$ cat config.mk
export PLATFORM = sky130hd
export DESIGN_NAME = stime_timer
export DESIGN_NICKNAME = d
export VERILOG_FILES = /design/src/rtl/stime_pkg.sv /design/src/rtl/stime_counter.sv /design/src/rtl/stime_alarm.sv /design/src/rtl/stime_timer.sv
export SDC_FILE = /design/constraint.sdc
export NUM_CORES = 1
export LEC_CHECK = 0
export BUFFER_PORTS_ARGS = -buffer_cell sky130_fd_sc_hd__buf_2
export CAP_MARGIN = 20
export CORE_ASPECT_RATIO = 1.5
export CORE_MARGIN = 2
export CORE_UTILIZATION = 57
export CTS_CLUSTER_SIZE = 40
export DETAILED_ROUTE_END_ITERATION = 7
export PLACE_DENSITY = 0.83
export SLEW_MARGIN = 20
export SYNTH_ARGS = -nofsm -noshare
export SYNTH_HDL_FRONTEND = slang
export SYNTH_SLANG_ARGS = --single-unit
$ cat constraint.sdc
create_clock -name clk -period 3.6 [get_ports clk]
set_input_delay 0.18 -clock clk [delete_from_list [all_inputs] [get_ports clk]]
set_output_delay 0.18 -clock clk [all_outputs]
set_load 0.01 [all_outputs]
$ cat src/rtl/stime_pkg.sv
package stime_pkg;
    localparam int OFS_WR_HI  = 'h00;
    localparam int OFS_WR_LO  = 'h04;
    localparam int OFS_RD_HI  = 'h08;
    localparam int OFS_RD_LO  = 'h0C;
    localparam int OFS_CMP0   = 'h10;
    localparam int WORD_BYTES = 4;

    // Count is held when frozen or when an enabled debug halt is active.
    function automatic logic halt_active(input logic freeze,
                                         input logic [1:0] halt_en,
                                         input logic [1:0] dbg);
        return freeze | (|(halt_en & dbg));
    endfunction
endpackage

$ cat src/rtl/stime_counter.sv
module stime_counter #(
    parameter int HALF_W = 32
) (
    input  logic                  clk,
    input  logic                  rst_n,
    input  logic                  tick,
    input  logic                  halt,
    input  logic                  ld_lo,
    input  logic                  ld_hi,
    input  logic [HALF_W-1:0]     wdata,
    input  logic                  snap,
    output logic [2*HALF_W-1:0]   cnt_q,
    output logic [HALF_W-1:0]     cnt_nxt_lo,
    output logic [HALF_W-1:0]     shadow_hi
);
    localparam int CW = 2 * HALF_W;

    typedef struct packed {
        logic [CW-1:0]     cnt;
        logic [HALF_W-1:0] lo_hold;
        logic [HALF_W-1:0] hi_shadow;
    } ctr_t;

    ctr_t st_q, st_d;

    always_comb begin
        st_d = st_q;
        if (ld_lo)
            st_d.lo_hold = wdata;
        if (ld_hi)
            st_d.cnt = {wdata, st_q.lo_hold};
        else if (tick && !halt)
            st_d.cnt = st_q.cnt + CW'(1);
        if (snap)
            st_d.hi_shadow = st_q.cnt[CW-1:HALF_W];
    end

    always_ff @(posedge clk) begin
        if (!rst_n)
            st_q <= '0;
        else
            st_q <= st_d;
    end

    assign cnt_q      = st_q.cnt;
    assign cnt_nxt_lo = st_d.cnt[HALF_W-1:0];
    assign shadow_hi  = st_q.hi_shadow;

    AST_STEP_ON_TICK: assert property (@(posedge clk) disable iff (!rst_n)
        (tick && !halt && !ld_hi) |=> (cnt_q == $past(cnt_q) + CW'(1)));
    AST_HOLD_WHEN_HALTED: assert property (@(posedge clk) disable iff (!rst_n)
        (halt && !ld_hi) |=> (cnt_q == $past(cnt_q)));
    AST_SHADOW_CAPTURE: assert property (@(posedge clk) disable iff (!rst_n)
        snap |=> (shadow_hi == $past(cnt_q[CW-1:HALF_W])));
    AST_SHADOW_STABLE: assert property (@(posedge clk) disable iff (!rst_n)
        !snap |=> $stable(shadow_hi));
endmodule

$ cat src/rtl/stime_alarm.sv
module stime_alarm #(
    parameter int W = 32
) (
    input  logic         clk,
    input  logic         rst_n,
    input  logic         wr_tgt,
    input  logic         disarm,
    input  logic [W-1:0] wdata,
    input  logic [W-1:0] now_lo,
    output logic         armed,
    output logic         fire,
    output logic [W-1:0] target
);
    typedef struct packed {
        logic         armed;
        logic [W-1:0] tgt;
    } alm_t;

    alm_t st_q, st_d;

    assign fire = st_q.armed && (st_q.tgt == now_lo);

    always_comb begin
        st_d = st_q;
        if (wr_tgt) begin
            st_d.armed = 1'b1;
            st_d.tgt   = wdata;
        end else begin
            st_d.armed = st_q.armed & ~fire & ~disarm;
        end
    end

    always_ff @(posedge clk) begin
        if (!rst_n)
            st_q <= '0;
        else
            st_q <= st_d;
    end

    assign armed  = st_q.armed;
    assign target = st_q.tgt;

    AST_ARM_ON_WRITE: assert property (@(posedge clk) disable iff (!rst_n)
        wr_tgt |=> (armed && target == $past(wdata)));
    AST_SINGLE_SHOT: assert property (@(posedge clk) disable iff (!rst_n)
        (fire && !wr_tgt) |=> !armed);
    AST_DISARM: assert property (@(posedge clk) disable iff (!rst_n)
        (disarm && !wr_tgt) |=> !armed);
endmodule

$ cat src/rtl/stime_timer.sv
module stime_timer #(
    parameter int ADDR_W  = 7,
    parameter int DATA_W  = 32,
    parameter int N_ALARM = 4
) (
    input  logic               clk,
    input  logic               rst_n,
    input  logic               tick,
    input  logic [1:0]         dbg_halt,
    input  logic [ADDR_W-1:0]  bus_addr,
    input  logic               bus_wr,
    input  logic               bus_rd,
    input  logic [DATA_W-1:0]  bus_wdata,
    output logic [DATA_W-1:0]  bus_rdata,
    output logic [N_ALARM-1:0] irq
);
    import stime_pkg::*;

    localparam int OFS_ARMED = OFS_CMP0 + WORD_BYTES * N_ALARM;
    localparam int OFS_LV_HI = OFS_ARMED + 1 * WORD_BYTES;
    localparam int OFS_LV_LO = OFS_ARMED + 2 * WORD_BYTES;
    localparam int OFS_HALT  = OFS_ARMED + 3 * WORD_BYTES;
    localparam int OFS_FRZ   = OFS_ARMED + 4 * WORD_BYTES;
    localparam int OFS_RAW   = OFS_ARMED + 5 * WORD_BYTES;
    localparam int OFS_EN    = OFS_ARMED + 6 * WORD_BYTES;
    localparam int OFS_FRC   = OFS_ARMED + 7 * WORD_BYTES;
    localparam int OFS_STAT  = OFS_ARMED + 8 * WORD_BYTES;

    typedef struct packed {
        logic [N_ALARM-1:0] raw;
        logic [N_ALARM-1:0] en;
        logic [N_ALARM-1:0] frc;
        logic               freeze;
        logic [1:0]         halt_en;
    } ctl_t;

    ctl_t st_q, st_d;

    logic [2*DATA_W-1:0] cnt_q;
    logic [DATA_W-1:0]   cnt_nxt_lo;
    logic [DATA_W-1:0]   shadow_hi;
    logic [N_ALARM-1:0]  armed, fire, wr_cmp;
    logic [DATA_W-1:0]   target [N_ALARM];
    logic                halt;

    function automatic logic hit(input logic [ADDR_W-1:0] a, input int ofs);
        return a == ADDR_W'(ofs);
    endfunction

    assign halt = halt_active(st_q.freeze, st_q.halt_en, dbg_halt);

    stime_counter #(.HALF_W(DATA_W)) u_ctr (
        .clk        (clk),
        .rst_n      (rst_n),
        .tick       (tick),
        .halt       (halt),
        .ld_lo      (bus_wr && hit(bus_addr, OFS_WR_LO)),
        .ld_hi      (bus_wr && hit(bus_addr, OFS_WR_HI)),
        .wdata      (bus_wdata),
        .snap       (bus_rd && hit(bus_addr, OFS_RD_LO)),
        .cnt_q      (cnt_q),
        .cnt_nxt_lo (cnt_nxt_lo),
        .shadow_hi  (shadow_hi)
    );

    for (genvar i = 0; i < N_ALARM; i++) begin : g_alarm
        assign wr_cmp[i] = bus_wr && hit(bus_addr, OFS_CMP0 + WORD_BYTES * i);
        stime_alarm #(.W(DATA_W)) u_alm (
            .clk    (clk),
            .rst_n  (rst_n),
            .wr_tgt (wr_cmp[i]),
            .disarm (bus_wr && hit(bus_addr, OFS_ARMED) && bus_wdata[i]),
            .wdata  (bus_wdata),
            .now_lo (cnt_nxt_lo),
            .armed  (armed[i]),
            .fire   (fire[i]),
            .target (target[i])
        );
    end

    always_comb begin
        st_d = st_q;
        if (bus_wr) begin
            if (hit(bus_addr, OFS_EN))   st_d.en      = bus_wdata[N_ALARM-1:0];
            if (hit(bus_addr, OFS_FRC))  st_d.frc     = bus_wdata[N_ALARM-1:0];
            if (hit(bus_addr, OFS_FRZ))  st_d.freeze  = bus_wdata[0];
            if (hit(bus_addr, OFS_HALT)) st_d.halt_en = bus_wdata[2:1];
            if (hit(bus_addr, OFS_RAW))  st_d.raw     = st_q.raw & ~bus_wdata[N_ALARM-1:0];
        end
        st_d.raw = st_d.raw | fire;
    end

    always_ff @(posedge clk) begin
        if (!rst_n) begin
            st_q         <= '0;
            st_q.halt_en <= 2'b11;
        end else begin
            st_q <= st_d;
        end
    end

    assign irq = (st_q.raw | st_q.frc) & st_q.en;

    always_comb begin
        bus_rdata = '0;
        if (hit(bus_addr, OFS_RD_HI)) bus_rdata = shadow_hi;
        if (hit(bus_addr, OFS_RD_LO)) bus_rdata = cnt_q[DATA_W-1:0];
        if (hit(bus_addr, OFS_LV_HI)) bus_rdata = cnt_q[2*DATA_W-1:DATA_W];
        if (hit(bus_addr, OFS_LV_LO)) bus_rdata = cnt_q[DATA_W-1:0];
        if (hit(bus_addr, OFS_ARMED)) bus_rdata = DATA_W'(armed);
        if (hit(bus_addr, OFS_HALT))  bus_rdata = DATA_W'({st_q.halt_en, 1'b0});
        if (hit(bus_addr, OFS_FRZ))   bus_rdata = DATA_W'(st_q.freeze);
        if (hit(bus_addr, OFS_RAW))   bus_rdata = DATA_W'(st_q.raw);
        if (hit(bus_addr, OFS_EN))    bus_rdata = DATA_W'(st_q.en);
        if (hit(bus_addr, OFS_FRC))   bus_rdata = DATA_W'(st_q.frc);
        if (hit(bus_addr, OFS_STAT))  bus_rdata = DATA_W'(irq);
        for (int i = 0; i < N_ALARM; i++)
            if (hit(bus_addr, OFS_CMP0 + WORD_BYTES * i)) bus_rdata = target[i];
    end

    AST_RAW_ON_FIRE: assert property (@(posedge clk) disable iff (!rst_n)
        (|fire) |=> ((st_q.raw & $past(fire)) == $past(fire)));
    AST_RAW_W1C: assert property (@(posedge clk) disable iff (!rst_n)
        (bus_wr && hit(bus_addr, OFS_RAW) && !(|fire)) |=>
        ((st_q.raw & $past(bus_wdata[N_ALARM-1:0])) == '0));
endmodule

==> impl_metrics.tcl, run 1 <==
set metrics [dict create \
    most_frequently_used_flop_master_after_synthesis "sky130_fd_sc_hd__dfxtp_1" \
    place_worst_setup_slack_ns -0.0476 \
    syn_inst 2490 \
    fp.dieW_microns 148 \
    dp_hpwl_microns 78700 \
    post_synth_main_area_contributors "sky130_fd_sc_hd__dfxtp_1, sky130_fd_sc_hd__nand2_1, sky130_fd_sc_hd__a21oi_1" \
    htreeDepth 1 \
    synth.ff_latch_count 275 \
    placed_area_sq_um 20300 \
    grt_max_degree 158 \
    weighted_congestion_at_the_end_of_routability_driven_global_placement 1.31 \
    grt_usage 0.704 \
    stop_error "[ERROR GRT-0116] Global routing finished with congestion. Check the congestion regions in the DRC Viewer." \
    edff_count_synth 0 \
    cts_sinks 275 \
    synth_area_sq_um 17800 \
    outcome "aborted with a tool error" \
    port_buffers 81 \
    first_global_vias 23600 \
    exit_stage "global routing (5_1_grt)" \
    num_io_pins 82 \
    synth.yosys.warnings 0 \
    clockRootBuffer "sky130_fd_sc_hd__clkbuf_16" \
    cts_buffer_count 27 \
    global_route_wire_length_before_repair_microns 169000 \
    post_synth_num_cell_types 90 \
    synthArstFlopShare 0 \
    synth_most_common_cell "sky130_fd_sc_hd__nand2_1" \
    synth_top_cell_area_share 0.310 \
    post_cts.repair.setup_buffers 0 \
    yosysSeqAreaShare 0.310 \
    core.rowCount 79 \
    netlist.top_cell.by_area "sky130_fd_sc_hd__dfxtp_1" \
    synthTopCellsByCount "sky130_fd_sc_hd__nand2_1, sky130_fd_sc_hd__dfxtp_1, sky130_fd_sc_hd__a21oi_1" \
    initial_core_util 0.576 \
    chipHeight_microns 220 \
    avgSynthCellArea_sq_um 7.14 \
    grt-ovfl-total 109 \
    post_syn_nets 2537 \
    cts.path.max_buffers 3 \
]
-- layer usage --
layer | GRT overflow | GRT usage
met5 | 0 | 0.0742
met4 | 58 | 0.692
met3 | 0 | 0.455
met2 | 51 | 0.920
met1 | 0 | 0.737
-- cell families after synthesis --
family	share of synthesized area
xor+xnor	0.0759
simple gates	0.292
flops	0.310
buf+inv	0.0646
mux	0.0144
fa+ha+maj	0.000704
compound gates	0.242
-- through the flow --
step / util / cells
3_3_place_gp: 0.658 / 3062
3_5_place_dp: 0.658 / 3062
2_1_floorplan: - / 2490
4_1_cts: 0.697 / 3143
-- repair_timing --
action / CTS
gates resized for setup: 2
endpoints found under the setup margin: 4
hold endpoints to repair: 178
hold buffers: 32
==> run 2, diff against run 1 <==
--- a/config.mk
+++ b/config.mk
@@ -7,12 +7,10 @@
 export LEC_CHECK = 0
 export BUFFER_PORTS_ARGS = -buffer_cell sky130_fd_sc_hd__buf_2
 export CAP_MARGIN = 20
-export CORE_ASPECT_RATIO = 1.5
 export CORE_MARGIN = 2
-export CORE_UTILIZATION = 57
-export CTS_CLUSTER_SIZE = 40
+export CORE_UTILIZATION = 40
 export DETAILED_ROUTE_END_ITERATION = 7
-export PLACE_DENSITY = 0.83
+export PLACE_DENSITY_LB_ADDON = 0.15
 export SLEW_MARGIN = 20
 export SYNTH_ARGS = -nofsm -noshare
 export SYNTH_HDL_FRONTEND = slang
==> constraint.sdc (replaced) <==
create_clock -name clk -period 4.68 [get_ports clk]
set_input_delay 0.234 -clock clk [delete_from_list [all_inputs] [get_ports clk]]
set_output_delay 0.234 -clock clk [all_outputs]
set_load 0.01 [all_outputs]
==> run 2 against run 1 <==
Compared with the run above:
- synthesized cell count stayed put
- area after synthesis stayed put
- the flow now finishes without violations
==> impl_metrics.tcl, run 2 <==
set metrics [dict create \
    outcome "finished clean" \
    pwr_density_cell_nw_per_um2 249 \
    setup_slack_ns 0.107 \
    largest_register_ffs 128 \
    crit-reg2reg-capture "st_q[11]$_SDFF_PN0_" \
    crit_path_start "u_ctr.cnt_q[15]$_SDFF_PN0_" \
    yosysSeqAreaShare 0.310 \
    die_area_sq_um 46100 \
    setup.worst_path.start_class "flop" \
    synth_top_cell_area_share 0.310 \
    drv.max_cap_violation_count 0 \
    worst-setup-path-type "flop to flop" \
    port_buffers 81 \
    clk_transition_reported_paths_ns 0.07 \
    max_slew.worst_pin.slew_ns 1.19 \
    synth.ff_latch_count 275 \
    mostFrequentLayoutCells "sky130_fd_sc_hd__nand2_1, sky130_fd_sc_hd__dfxtp_1, sky130_fd_sc_hd__a21oi_1" \
    grt_setup_unrepaired "no" \
    setup.worst_path.end_class "flop" \
    critPathRequiredTime_ns 5.24 \
    chipHeight_microns 215 \
    fin_tns_setup_ns 0 \
    nNetsFinal 2642 \
    cts_buffer_count 31 \
    cts_sinks 275 \
    netlist.top_cell.by_area "sky130_fd_sc_hd__dfxtp_1" \
    post_route_cells_drive_above_1_share 0.140 \
    route.vias.total 22300 \
    worstPathMaxFanout 9 \
    syn_inst 2490 \
    final_util 0.474 \
    grt_antenna_before_repair 7 \
    total_power_w 0.00521 \
    grt_max_degree 147 \
    place_worst_setup_slack_ns 0.382 \
    core.rowCount 77 \
    clock.fmax_mhz 219 \
    avgSynthCellArea_sq_um 7.14 \
    num_io_pins 82 \
    drc 0 \
    leakagePower_nw 7.55 \
    min_path_type "input port to flop" \
    fp.dieW_microns 215 \
    cts.path.max_buffers 3 \
    hold_violations 0 \
    clock_tree_from_tritoncts "yes" \
    drt_pre_antenna_iters 7 \
    final.setup_skew_ns 0.0212 \
    synthArstFlopShare 0 \
    slew_headroom 0.203 \
    drt.antenna.violating_nets 0 \
    setup_viol 0 \
    weighted_congestion_at_the_end_of_routability_driven_global_placement 1.12 \
    finalCriticalPeriod_ns 4.57 \
    route.detailed.vias_per_inst 6.93 \
    area_delta_synth_final_pct 17.5 \
    clock_latency_ns 0.63 \
    dp_hpwl_microns 89800 \
    worst_voltage_drop_across_the_vdd_grid_v 0.000317 \
    rrSetupSlack_ns 0.11 \
    critPathCapture "st_q[11]$_SDFF_PN0_" \
    wl_per_cell_microns 36.5 \
    synth_area_sq_um 17800 \
    mostFrequentLayoutCell "sky130_fd_sc_hd__nand2_1" \
    cts_repair_resize_count 0 \
    drt-total-wl_microns 117000 \
    htreeDepth 1 \
    post-route-period-util 0.977 \
    grt_usage 0.491 \
    first_global_vias 20500 \
    clockRootBuffer "sky130_fd_sc_hd__clkbuf_16" \
    design.core.area_sq_um 44000 \
    timing.rr.start "u_ctr.cnt_q[15]$_SDFF_PN0_" \
    post_synth_num_cell_types 90 \
    grt-ovfl-total 0 \
    post_syn_nets 2537 \
    synthTopCellsByCount "sky130_fd_sc_hd__nand2_1, sky130_fd_sc_hd__dfxtp_1, sky130_fd_sc_hd__a21oi_1" \
    reg2reg_depth 10 \
    synth.yosys.warnings 0 \
    post_synth_main_area_contributors "sky130_fd_sc_hd__dfxtp_1, sky130_fd_sc_hd__nand2_1, sky130_fd_sc_hd__a21oi_1" \
    initial_core_util 0.404 \
    final_max_slew_viol_count 0 \
    first_iteration_detailed_routing_drc_count 4221 \
    global_route_wire_length_before_repair_microns 161000 \
    hold_path.startpoint "bus_wdata[2]" \
    most_frequently_used_flop_master_after_synthesis "sky130_fd_sc_hd__dfxtp_1" \
    edff_count_synth 0 \
    synth_most_common_cell "sky130_fd_sc_hd__nand2_1" \
    timing.critical_path.arrival_ns 5.13 \
]
## run 2: cell counts after synthesis
Identical to the previous run, type by type.
## run 2: kinds of logic (layout without fill, tap and decap cells)
logic type                 Yosys count  in the layout  share of synthesized area
adders and majority gates            1              1                   0.000704
AOI/OAI and AO/OA                  639            639                      0.242
xor gates and xnor gates           151            151                     0.0759
DFF                                275            275                      0.310
other                                0              1                          0
and+or+nand+nor                   1108           1108                      0.292
muxes                               25             25                     0.0144
buffers and inverters              291            420                     0.0646
## run 2: layer usage
metal / wire length, microns / track usage / up-vias
met5: 69 / 0 / -
met3: 15700 / 0.148 / 438
met2: 47700 / 0.722 / 1963
li1: - / - / 9169
met4: 8370 / 0.277 / 10
met1: 45200 / 0.639 / 10700
## run 2: worst min path at each step
stage	endpoint	slack [ns]	cells after the start
finish	u_ctr.st_q[34]$_SDFFE_PN0P_	0.02	3
global route	g_alarm[1].u_alm.target[1]$_SDFFE_PN0P_	0.04	3
CTS	g_alarm[3].u_alm.target[2]$_SDFFE_PN0P_	0.0009	3
detailed placement	u_ctr.shadow_hi[11]$_SDFFE_PN0P_	0.45	2
global placement	u_ctr.shadow_hi[11]$_SDFFE_PN0P_	0.44	2
floorplan	u_ctr.st_q[47]$_SDFFE_PN0P_	0.37	2
## run 2: critical path, stage by stage, from the launching register on
cell and delay (ns):
sky130_fd_sc_hd__dfxtp_1 0.62, sky130_fd_sc_hd__nand4_1 0.53, sky130_fd_sc_hd__or4_1 0.73, sky130_fd_sc_hd__or4_1 0.42, sky130_fd_sc_hd__a31oi_1 0.25, sky130_fd_sc_hd__xor2_1 0.20, sky130_fd_sc_hd__a2111oi_0 0.48, sky130_fd_sc_hd__buf_4 0.23
sky130_fd_sc_hd__nand4b_1 0.13, sky130_fd_sc_hd__nor4b_1 0.73, sky130_fd_sc_hd__o21a_1 0.18
## run 2: per-stage QoR
stage | std cells | area, sq um | hold slack, ns
after floorplan | 2490 | 17800 | 0.370
after global placement | 3126 | 19600 | 0.441
after detailed placement | 3126 | 19600 | 0.446
after CTS | 3211 | 20900 | 0.000900
after global routing | 3211 | 20900 | 0.0374
final | 3212 | 20900 | 0.0213
## run 2: layout make-up
cell class / instances / area, sq um
fill: 4521 / 23100
clock inverter: 15 / 135
antenna: 1 / 2.50
inverter: 60 / 233
multi-input combinational: 1924 / 11200
timing repair buffer: 303 / 2190
tap: 592 / 741
sequential: 275 / 5510
clock buffer: 42 / 877
## run 2: report_power, final
part           switching, W  internal [W]  leakage, nW
clock network       0.00114       0.00138        0.489
registers         0.0000143       0.00235         2.21
logic              0.000232      0.000101         4.84
## run 2: timing repair
action,in CTS,in global routing
hold endpoints to repair,160,0
hold buffers,28,0
endpoints found under the setup margin,0,0
buffers inserted,0,0
Power figures use the tool's default switching activity.
==> run 3, diff against run 2 <==
--- a/config.mk
+++ b/config.mk
@@ -10,7 +10,6 @@
 export CORE_MARGIN = 2
 export CORE_UTILIZATION = 40
 export DETAILED_ROUTE_END_ITERATION = 7
-export PLACE_DENSITY_LB_ADDON = 0.15
 export SLEW_MARGIN = 20
 export SYNTH_ARGS = -nofsm -noshare
 export SYNTH_HDL_FRONTEND = slang
==> run 3 against run 2 <==
Compared with the run above:
- via count decreased by 2.1%
- die area is the same
- hold slack got worse by 0.0010 ns
- sequential power is essentially flat
- non-clock buffer count decreased by 19
- design area decreased by 0.82%
==> impl_metrics.tcl, run 3 (synthesis results as in run 2) <==
set metrics [dict create \
    route.detailed.vias_per_inst 6.83 \
    grt_max_degree 132 \
    p_comb_frac 0.062 \
    drt-total-wl_microns 112000 \
    cts.path.max_buffers 3 \
    worst-setup-path-type "flop to flop" \
    clockRootBuffer "sky130_fd_sc_hd__clkbuf_16" \
    nNetsFinal 2623 \
    wl_per_cell_microns 35.1 \
    global_route.usage.met3 0.159 \
    hold_path.startpoint "bus_wdata[23]" \
    sequential_cell_area_sq_um 5510 \
    area_delta_synth_final_pct 16.5 \
    min_path_type "input port to flop" \
    worstPathMaxFanout 10 \
    first_global_vias 20100 \
    initial_core_util 0.404 \
    weighted_congestion_at_the_end_of_routability_driven_global_placement 1.14 \
    mostFrequentLayoutCell "sky130_fd_sc_hd__nand2_1" \
    largest_register_ffs 128 \
    fp.dieW_microns 215 \
    placed_cells_incl_taps 3108 \
    reg2reg_depth 11 \
    finalNonFillerCells 3194 \
    drc 0 \
    drt_pre_antenna_iters 8 \
    num_io_pins 82 \
    global_route_wire_length_before_repair_microns 155000 \
    clock_latency_ns 0.60 \
    setup_slack_ns 0.441 \
    core.rowCount 77 \
    p_seq_frac 0.453 \
    cts_buffer_count 31 \
    setup_viol 0 \
    drv.max_cap_violation_count 0 \
    place_worst_setup_slack_ns 0.678 \
    p_sw_w 0.00132 \
    timing.hold.worst_path_depth 3 \
    power_frac_clock 0.484 \
    mostFrequentLayoutCells "sky130_fd_sc_hd__nand2_1, sky130_fd_sc_hd__dfxtp_1, sky130_fd_sc_hd__a21oi_1" \
    grt-ovfl-total 0 \
    clock.fmax_mhz 236 \
    die_area_sq_um 46100 \
    end_point_of_the_worst_hold_path "g_alarm[0].u_alm.target[23]$_SDFFE_PN0P_" \
    outcome "finished clean" \
    route.vias.total 21800 \
    critPathRequiredTime_ns 5.21 \
    setup.worst_path.start_class "flop" \
    worst_voltage_drop_across_the_vdd_grid_v 0.000260 \
    fin_tns_setup_ns 0 \
    leakagePower_nw 7.46 \
    whs_ns 0.0203 \
    crit-reg2reg-capture "st_q[11]$_SDFF_PN0_" \
    design.core.area_sq_um 44000 \
    timing.critical_path.arrival_ns 4.77 \
    final_max_slew_viol_count 0 \
    power_report.internal_total_w 0.00389 \
    grt.met1_usage 0.620 \
    grt.busiest_layer "met2" \
    hold_violations 0 \
    pwr_density_cell_nw_per_um2 251 \
    port_buffers 81 \
    htreeDepth 1 \
    finalCriticalPeriod_ns 4.24 \
    use_met2 0.683 \
    fillers 4531 \
    grt_usage 0.471 \
    cts_repair_resize_count 0 \
    chipHeight_microns 215 \
    post_route_cells_drive_above_1_share 0.131 \
    rrSetupSlack_ns 0.44 \
    post-route-period-util 0.906 \
    clock_tree_from_tritoncts "yes" \
    dp_hpwl_microns 85800 \
    grt_setup_unrepaired "no" \
    drt.antenna.violating_nets 0 \
    setup.worst_path.end_class "flop" \
    clk_transition_reported_paths_ns 0.06 \
    cts_sinks 275 \
    multi_input_comb_area_sq_um 11200 \
    grt_antenna_before_repair 5 \
    slew_headroom 0.224 \
    timing.rr.start "u_ctr.cnt_q[23]$_SDFF_PN0_" \
    first_iteration_detailed_routing_drc_count 3853 \
    max_slew.worst_pin.slew_ns 1.16 \
    final.setup_skew_ns 0.0237 \
    netSwitchingFraction 0.253 \
]
## run 3: power by group through the flow
stage | Clock [W] | Combinational, W | Sequential (W)
3_3_place_gp | 0 | 0.000289 | 0.00241
2_1_floorplan | 0 | 0.000141 | 0.00240
3_5_place_dp | 0 | 0.000289 | 0.00241
4_1_cts | 0.00251 | 0.000307 | 0.00236
5_1_grt | 0.00261 | 0.000331 | 0.00236
6_report | 0.00252 | 0.000324 | 0.00236
## run 3: per-layer routing
metal,part of all wire,vias to the layer above
met2,0.41,1859
met3,0.15,365
met1,0.38,10400
met4,0.062,8
met5,0.00082,-
li1,-,9127
## run 3: how the worst max path moves through the flow
| stage | slack [ns] | cells past startpoint | startpoint | to |
|---|---|---|---|---|
| 2_1_floorplan | 1.21 | 11 | u_ctr.cnt_q[1]$_SDFF_PN0_ | g_alarm[2].u_alm.armed$_SDFF_PN0_ |
| 3_3_place_gp | 0.65 | 11 | bus_addr[1] | st_q[11]$_SDFF_PN0_ |
| 3_5_place_dp | 0.68 | 12 | bus_addr[1] | g_alarm[2].u_alm.armed$_SDFF_PN0_ |
| 4_1_cts | 0.67 | 11 | u_ctr.cnt_q[23]$_SDFF_PN0_ | st_q[11]$_SDFF_PN0_ |
| 5_1_grt | 0.39 | 11 | u_ctr.cnt_q[21]$_SDFF_PN0_ | g_alarm[0].u_alm.armed$_SDFF_PN0_ |
| 6_report | 0.44 | 11 | u_ctr.cnt_q[23]$_SDFF_PN0_ | st_q[11]$_SDFF_PN0_ |
## run 3: what timing repair did
item	in CTS	in global routing
hold endpoints to repair	145	0
setup buffers	0	0
hold buffers	27	0
## run 3: through the flow
| step | total power [W] | util | instance area (sq um) |
|---|---|---|---|
| final | 0.00521 | 0.470 | 20700 |
| after global routing | 0.00530 | 0.470 | 20700 |
| after CTS | 0.00518 | 0.470 | 20700 |
| after detailed placement | 0.00270 | 0.441 | 19400 |
| after global placement | 0.00270 | 0.441 | 19400 |
| after floorplan | 0.00254 | - | 17800 |
## run 3: cell type report
type                            count  share of cell area
Multi-Input combinational cell   1924               0.540
Inverter                           60              0.0112
Timing Repair Buffer              284              0.0982
Clock buffer                       45              0.0419
Sequential cell                   275               0.266
Antenna cell                        3            0.000362
Tap cell                          592              0.0358
Clock inverter                     11             0.00671
## run 3: critical path, cell delays in order, from the launching register on
cell,delay (ns)
sky130_fd_sc_hd__dfxtp_1,0.76
sky130_fd_sc_hd__nand2_1,0.22
sky130_fd_sc_hd__or4_1,0.64
sky130_fd_sc_hd__or4_1,0.45
sky130_fd_sc_hd__a31oi_1,0.31
sky130_fd_sc_hd__xor2_1,0.28
sky130_fd_sc_hd__a2111oi_0,0.36
sky130_fd_sc_hd__buf_4,0.21
sky130_fd_sc_hd__nand4b_1,0.17
sky130_fd_sc_hd__buf_4,0.20
sky130_fd_sc_hd__nor4b_1,0.41
sky130_fd_sc_hd__o21a_1,0.16
